## config.mk

```make
export PLATFORM = sky130hd
export DESIGN_NAME = nand_bus_ctrl
export DESIGN_NICKNAME = d
export VERILOG_FILES = /design/src/rtl/nbc_pkg.sv /design/src/rtl/nbc_sync.sv /design/src/rtl/nbc_cycle.sv /design/src/rtl/nbc_regs.sv /design/src/rtl/nand_bus_ctrl.sv
export SDC_FILE = /design/constraint.sdc
export NUM_CORES = 1
export LEC_CHECK = 0
export BUFFER_PORTS_ARGS = -buffer_cell sky130_fd_sc_hd__buf_2
export CAP_MARGIN = 20
export CORE_UTILIZATION = 55
export CTS_BUF_LIST = sky130_fd_sc_hd__clkbuf_4 sky130_fd_sc_hd__clkbuf_8
export DETAILED_ROUTE_END_ITERATION = 8
export GPL_ROUTABILITY_DRIVEN = 0
export PLACE_DENSITY = 0.92
export SYNTH_ARGS = -nofsm -noshare
export SYNTH_HDL_FRONTEND = slang
export SYNTH_SLANG_ARGS = --single-unit
```

## constraint.sdc

```tcl
create_clock -name clk_i -period 3.3 [get_ports clk_i]
set_clock_uncertainty 0.2 [all_clocks]
set_input_delay 0.33 -clock clk_i [delete_from_list [all_inputs] [get_ports clk_i]]
set_output_delay 0.33 -clock clk_i [all_outputs]
set_load 0.02 [all_outputs]
```

## src/rtl/nbc_pkg.sv

```systemverilog
package nbc_pkg;
  localparam int ADDR_W = 5;

  localparam logic [ADDR_W-1:0] A_DATA = 5'h00;
  localparam logic [ADDR_W-1:0] A_MODE = 5'h04;
  localparam logic [ADDR_W-1:0] A_STAT = 5'h08;
  localparam logic [ADDR_W-1:0] A_FLAG = 5'h0C;
  localparam logic [ADDR_W-1:0] A_MASK = 5'h10;
  localparam logic [ADDR_W-1:0] A_TIME = 5'h14;
  localparam logic [ADDR_W-1:0] A_RST  = 5'h18;

  localparam int MB_CLE = 0;
  localparam int MB_ALE = 1;
  localparam int MB_CS  = 2;
  localparam int MB_CE  = 4;
  localparam int MB_WEN = 7;

  typedef enum logic [1:0] {
    PH_IDLE,
    PH_STROBE,
    PH_HOLD
  } phase_e;
endpackage

```

## src/rtl/nbc_sync.sv

```systemverilog
module nbc_sync #(
  parameter int STAGES = 2
) (
  input  logic clk_i,
  input  logic rst_ni,
  input  logic async_i,
  output logic sync_o,
  output logic rise_o
);
  logic [STAGES:0] sh_q;

  always_ff @(posedge clk_i or negedge rst_ni) begin
    if (!rst_ni) sh_q <= '1;
    else         sh_q <= {sh_q[STAGES-1:0], async_i};
  end

  assign sync_o = sh_q[STAGES-1];
  assign rise_o = sh_q[STAGES-1] & ~sh_q[STAGES];
endmodule

```

## src/rtl/nbc_cycle.sv

```systemverilog
module nbc_cycle
  import nbc_pkg::*;
#(
  parameter int DATA_W = 8,
  parameter int CNT_W  = 4
) (
  input  logic              clk_i,
  input  logic              rst_ni,
  input  logic              clr_i,
  input  logic              start_wr_i,
  input  logic              start_rd_i,
  input  logic [DATA_W-1:0] wbyte_i,
  input  logic [CNT_W-1:0]  spw_i,
  input  logic [CNT_W-1:0]  hold_i,
  output logic              active_o,
  output logic              we_no,
  output logic              re_no,
  output logic [DATA_W-1:0] dq_o,
  output logic              dq_oe_o,
  output logic              cap_o
);
  localparam int HCW = CNT_W + 1;

  phase_e            ph_q;
  logic [HCW-1:0]    cnt_q;
  logic              is_rd_q;
  logic [DATA_W-1:0] dq_q;

  always_ff @(posedge clk_i or negedge rst_ni) begin
    if (!rst_ni) begin
      ph_q    <= PH_IDLE;
      cnt_q   <= '0;
      is_rd_q <= 1'b0;
      dq_q    <= '0;
    end else if (clr_i) begin
      ph_q  <= PH_IDLE;
      cnt_q <= '0;
    end else begin
      unique case (ph_q)
        PH_IDLE: begin
          if (start_wr_i || start_rd_i) begin
            ph_q    <= PH_STROBE;
            cnt_q   <= {1'b0, spw_i};
            is_rd_q <= start_rd_i;
            if (start_wr_i) dq_q <= wbyte_i;
          end
        end
        PH_STROBE: begin
          if (cnt_q == '0) begin
            ph_q  <= PH_HOLD;
            // hold phase runs HOLD+2 clocks
            cnt_q <= {1'b0, hold_i} + HCW'(1);
          end else begin
            cnt_q <= cnt_q - HCW'(1);
          end
        end
        PH_HOLD: begin
          if (cnt_q == '0) ph_q <= PH_IDLE;
          else             cnt_q <= cnt_q - HCW'(1);
        end
        default: ph_q <= PH_IDLE;
      endcase
    end
  end

  assign active_o = (ph_q != PH_IDLE);
  assign we_no    = !((ph_q == PH_STROBE) && !is_rd_q);
  assign re_no    = !((ph_q == PH_STROBE) && is_rd_q);
  assign dq_o     = dq_q;
  assign dq_oe_o  = active_o && !is_rd_q;
  assign cap_o    = (ph_q == PH_STROBE) && is_rd_q && (cnt_q == '0);
endmodule

```

## src/rtl/nbc_regs.sv

```systemverilog
module nbc_regs
  import nbc_pkg::*;
#(
  parameter int DATA_W = 8,
  parameter int CNT_W  = 4
) (
  input  logic              clk_i,
  input  logic              rst_ni,
  input  logic [ADDR_W-1:0] addr_i,
  input  logic [DATA_W-1:0] wdata_i,
  input  logic              we_i,
  input  logic              re_i,
  input  logic              ready_i,
  input  logic              busy_i,
  input  logic              rb_rise_i,
  input  logic              cap_i,
  input  logic [DATA_W-1:0] cap_data_i,
  output logic [DATA_W-1:0] mode_o,
  output logic [CNT_W-1:0]  spw_o,
  output logic [CNT_W-1:0]  hold_o,
  output logic              srst_o,
  output logic              irq_o,
  output logic [DATA_W-1:0] rdata_o,
  output logic              start_wr_o,
  output logic              start_rd_o
);
  logic [DATA_W-1:0] mode_q, time_q, rdata_q, rmux;
  logic              flag_q, mask_q, srst_q;
  logic              acc_w, acc_r;

  assign acc_w = we_i && ready_i;
  assign acc_r = re_i && ready_i;

  always_comb begin
    rmux = '0;
    unique case (addr_i)
      A_MODE:  rmux = mode_q;
      A_STAT:  rmux[DATA_W-1] = busy_i;
      A_FLAG:  rmux[0] = flag_q;
      A_MASK:  rmux[0] = mask_q;
      A_TIME:  rmux = time_q;
      A_RST:   rmux[0] = srst_q;
      default: rmux = '0;
    endcase
  end

  always_ff @(posedge clk_i or negedge rst_ni) begin
    if (!rst_ni) begin
      mode_q <= '0;
      time_q <= '0;
      flag_q <= 1'b0;
      mask_q <= 1'b0;
      srst_q <= 1'b0;
    end else if (srst_q) begin
      mode_q <= '0;
      time_q <= '0;
      flag_q <= 1'b0;
      mask_q <= 1'b0;
      srst_q <= 1'b0;
    end else begin
      if (rb_rise_i) flag_q <= 1'b1;
      if (acc_w) begin
        unique case (addr_i)
          A_MODE:  mode_q <= wdata_i;
          A_FLAG:  if (wdata_i[0]) flag_q <= 1'b0;
          A_MASK:  mask_q <= wdata_i[0];
          A_TIME:  time_q <= wdata_i;
          default: ;
        endcase
      end
      // reset request bypasses the ready gate
      if (we_i && addr_i == A_RST && wdata_i[0]) srst_q <= 1'b1;
    end
  end

  always_ff @(posedge clk_i or negedge rst_ni) begin
    if (!rst_ni)                        rdata_q <= '0;
    else if (cap_i)                     rdata_q <= cap_data_i;
    else if (acc_r && addr_i != A_DATA) rdata_q <= rmux;
  end

  assign start_wr_o = acc_w && addr_i == A_DATA &&
                      (mode_q[MB_CLE] || mode_q[MB_ALE] || mode_q[MB_WEN]);
  assign start_rd_o = acc_r && addr_i == A_DATA;

  assign mode_o  = mode_q;
  assign spw_o   = time_q[CNT_W-1:0];
  assign hold_o  = time_q[2*CNT_W-1:CNT_W];
  assign srst_o  = srst_q;
  assign irq_o   = flag_q && mask_q;
  assign rdata_o = rdata_q;
endmodule

```

## src/rtl/nand_bus_ctrl.sv

```systemverilog
module nand_bus_ctrl
  import nbc_pkg::*;
#(
  parameter int DATA_W  = 8,
  parameter int CNT_W   = 4,
  parameter int NUM_CS  = 4,
  parameter int SYNC_ST = 2
) (
  input  logic              clk_i,
  input  logic              rst_ni,
  input  logic [ADDR_W-1:0] reg_addr_i,
  input  logic [DATA_W-1:0] reg_wdata_i,
  input  logic              reg_we_i,
  input  logic              reg_re_i,
  output logic [DATA_W-1:0] reg_rdata_o,
  output logic              reg_ready_o,
  output logic              irq_o,
  output logic              fl_cle_o,
  output logic              fl_ale_o,
  output logic [NUM_CS-1:0] fl_ce_no,
  output logic              fl_we_no,
  output logic              fl_re_no,
  output logic [DATA_W-1:0] fl_dq_o,
  output logic              fl_dq_oe_o,
  input  logic [DATA_W-1:0] fl_dq_i,
  input  logic              fl_rb_i
);
  localparam int CS_W = (NUM_CS > 1) ? $clog2(NUM_CS) : 1;

  logic [DATA_W-1:0] mode;
  logic [CNT_W-1:0]  spw, hold;
  logic              srst, active, cap, rb_s, rb_rise;
  logic              start_wr, start_rd, busy;
  logic [CS_W-1:0]   cs_sel;

  assign reg_ready_o = !active && !srst;
  assign busy        = active || !rb_s;

  nbc_sync #(.STAGES(SYNC_ST)) u_sync (
    .clk_i   (clk_i),
    .rst_ni  (rst_ni),
    .async_i (fl_rb_i),
    .sync_o  (rb_s),
    .rise_o  (rb_rise)
  );

  nbc_regs #(.DATA_W(DATA_W), .CNT_W(CNT_W)) u_regs (
    .clk_i      (clk_i),
    .rst_ni     (rst_ni),
    .addr_i     (reg_addr_i),
    .wdata_i    (reg_wdata_i),
    .we_i       (reg_we_i),
    .re_i       (reg_re_i),
    .ready_i    (reg_ready_o),
    .busy_i     (busy),
    .rb_rise_i  (rb_rise),
    .cap_i      (cap),
    .cap_data_i (fl_dq_i),
    .mode_o     (mode),
    .spw_o      (spw),
    .hold_o     (hold),
    .srst_o     (srst),
    .irq_o      (irq_o),
    .rdata_o    (reg_rdata_o),
    .start_wr_o (start_wr),
    .start_rd_o (start_rd)
  );

  nbc_cycle #(.DATA_W(DATA_W), .CNT_W(CNT_W)) u_cycle (
    .clk_i      (clk_i),
    .rst_ni     (rst_ni),
    .clr_i      (srst),
    .start_wr_i (start_wr),
    .start_rd_i (start_rd),
    .wbyte_i    (reg_wdata_i),
    .spw_i      (spw),
    .hold_i     (hold),
    .active_o   (active),
    .we_no      (fl_we_no),
    .re_no      (fl_re_no),
    .dq_o       (fl_dq_o),
    .dq_oe_o    (fl_dq_oe_o),
    .cap_o      (cap)
  );

  assign fl_cle_o = mode[MB_CLE];
  assign fl_ale_o = mode[MB_ALE];
  assign cs_sel   = mode[MB_CS +: CS_W];

  for (genvar g = 0; g < NUM_CS; g++) begin : g_ce
    assign fl_ce_no[g] = !(mode[MB_CE] && cs_sel == CS_W'(g));
  end
endmodule

```

==> qor.txt <==
setup TNS: 0 ns
PortBufs: 52
max-cap viol count: 0
Post-Synth Adder-Cell Area: 2.51%
fin area: 2900 um2
core area: 4350 um2
CTS tree: done
cell area after synthesis: 2490 um2
Critical Path Source: u_cycle.ph_q[1]$_DFFE_PN0P_
Vias: 2103
n_diodes: 0
Hold Crit Class: primary input to register
largest family of logic cells by synthesized area: simple AND/OR/NAND/NOR gates
pin count of the biggest net entering global routing: 47
unrepaired setup endpoints after global routing: false
vias in the first global route: 2004
Reg2Reg Setup Slack: 0.65 ns
final hold viol count: 0
number of buffers added for setup after CTS: 0
met1 Usage GRT: 33.9%
Synth Instances: 245
cell count of the worst reg-to-reg path: 7
Critical Path Start Type: register
Layout area overhead: 16.5%
First-pass DRT Iterations: 4
TritonCTS Buffers: 5
Core Rows: 24
Clock Path Buffers: 2
placed cells: 338
Yosys reg bits: 46
Die Ht: 69.3 um
Leakage: 1.41 nW
Critical Path Slowest Stage Cell: nand4_1
crit-path leading delay family: simple AND/OR/NAND/NOR gates
syn_nets: 276
worst slew pin tran: 0.956 ns
post-synthesis mux area share: 9.89%
DRC: 0
Die Wd: 69.3 um
Starting Density: 57.2%
Synth cell types: 56
HPWL after detailed placement: 4070 um
met2 Usage GRT: 40.0%
layout cell share with drive strength beyond 1: 29.3%
Synth Area in Simple Gates: 18.3%
CTS sink count: 46
critical path capture point type: register
Worst-path clk slew: 0.09 ns
Cell Pwr Density: 778 nW/um2
busiest grt layer: met2
sequential share of the synthesized area: 46.3%
most common cell after layout, fill and taps aside: buf_2
total wire length: 5590 um
Wirelength per Cell: 16.0 um
post-synthesis compound-gate area fraction: 17.3%
Synth Flop Type: dfrtp_1
power consumption: 2.26 mW
GRT Util Overall: 24.6%
grt ovf: 0
post-route clock period utilization: 80.4%
fin util: 66.7%
Synthesis Warnings: 0
Cell Chain, Critical Path: inv_1, ha_1, and2b_1, and2_1, nand4_1, mux2i_1, nor2_1
Worst EP required: 3.28 ns
ys async rst share: 100%
ANT nets after route: 0
critical path capture point: u_regs.time_q[0]$_DFFE_PN0P_
reg2reg start: u_cycle.ph_q[1]$_DFFE_PN0P_
fmax: 0.377 GHz
Syn Area/Cell: 10.2 um2
Slew Viols, Final: 0
area post-placement: 2770 um2
xor-xnor portion of the synthesized cell area: 1.05%
CP max stage delay: 0.47 ns
number of synthesized flops with an enable pin: 0
DIE AREA: 4800 um2
crit path DAT: 2.64 ns
Avg Vias per Cell: 6.03
Final Critical Period: 2.65 ns
initial DRC count: 171
CTS H-tree depth: 2
worst relative slew slack: 36.2%
root buf cell: clkbuf_8
Peak VDD IR: 429 uV
crit path kind: register to register
outcome: finished, final reports clean
capturing point of the worst reg2reg path: u_regs.time_q[0]$_DFFE_PN0P_
met3 GRT Util: 4.36%
most frequent cells in the layout: buf_2, dfrtp_1, nor2_1
Max FO, Critical Path: 15
first-pass GRT wire length: 9550 um
# IOs: 53
Crit path depth: 7
Final #Nets: 327
Finished Layout Cells: 349
post-cts sizing count: 0
Worst Path Buf+Inv: 1
initial antenna violation count: 0
Worst-Skew Late Latency: 0.30 ns
final setup vio count: 0
==> stage by stage <==
stage	hold WS, ns	setup WS [ns]
after global placement	0.147	0.749
after CTS	0.0298	0.682
after floorplan	-0.166	1.01
final	0.0564	0.646
after global routing	0.0597	0.410
after detailed placement	0.149	0.691
==> cells by family after synthesis <==
| logic type | count (synthesis) |
|---|---|
| AO/OA/AOI/OAI | 62 |
| XOR/XNOR | 3 |
| adder cells (fa/ha/maj) | 5 |
| buffers and inverters | 27 |
| flip-flops | 46 |
| multiplexers | 23 |
| AND/OR/NAND/NOR | 79 |
==> timing repair <==
action | in CTS | in global routing
setup endpoints to repair | 0 | 0
hold endpoints to repair | 1 | 46
hold buffers | 1 | 1
==> cell usage after synthesis (4+ instances only) <==
library cell / instances / area (um2)
mux2i_1: 10 / 100
ha_1: 5 / 62.6
nand3_1: 4 / 20.0
o21ai_0: 17 / 85.1
nand2_1: 11 / 41.3
dfrtp_1: 43 / 1080
nor2_1: 18 / 67.6
a22o_1: 7 / 61.3
clkbuf_1: 6 / 22.5
a21oi_1: 15 / 75.1
nor3_1: 11 / 55.1
mux2_2: 13 / 146
nand3b_1: 11 / 82.6
inv_1: 15 / 56.3
==> sequential cells by signal, summed over array words and instances, names as in the netlist <==
register and cells:
u_cycle.dq_o 8, u_regs.mode_o 8, u_regs.rdata_o 8, u_regs.time_q 8, u_cycle.cnt_q 5, u_sync.sh_q 3, u_cycle.ph_q 2, u_cycle.is_rd_q 1
u_regs.flag_q 1, u_regs.mask_q 1, u_regs.srst_o 1
==> layer usage <==
| metal | vias to the layer above | wire length (um) | part of all wire [%] |
|---|---|---|---|
| li1 | 1003 | - | - |
| met1 | 1025 | 2380 | 43 |
| met2 | 69 | 2900 | 52 |
| met3 | 6 | 263 | 4.7 |
| met4 | 0 | 46 | 0.82 |
| met5 | - | 0 | 0 |
==> worst min path at each step <==
stage,start,to,slack [ns],depth (start not counted)
floorplan,rst_ni,u_cycle.cnt_q[0]$_DFFE_PN0P_,-0.17,0
global placement,u_sync.sh_q[0]$_DFF_PN1_,u_sync.sh_q[1]$_DFF_PN1_,0.15,0
detailed placement,u_sync.sh_q[0]$_DFF_PN1_,u_sync.sh_q[1]$_DFF_PN1_,0.15,0
CTS,rst_ni,u_cycle.dq_o[1]$_DFFE_PN0P_,0.03,1
global route,fl_dq_i[0],u_regs.rdata_o[0]$_DFFE_PN0P_,0.06,2
finish,fl_dq_i[0],u_regs.rdata_o[0]$_DFFE_PN0P_,0.06,2
==> cell type report <==
class | instances | area [um2]
clock inverters | 2 | 16.3
repair buffers | 56 | 308
multi-input cells | 172 | 1220
inverters | 15 | 56.3
clock buffers | 6 | 82.6
fillers | 310 | 1450
well taps | 52 | 65.1
flip-flops and latches | 46 | 1150
==> where the power goes <==
part / switching [mW] / total, mW / internal (mW)
registers: 0.158 / 0.879 / 0.721
clock network: 0.194 / 0.366 / 0.172
logic: 0.595 / 1.01 / 0.420
Note: power is estimated with default switching activity, not from simulation.
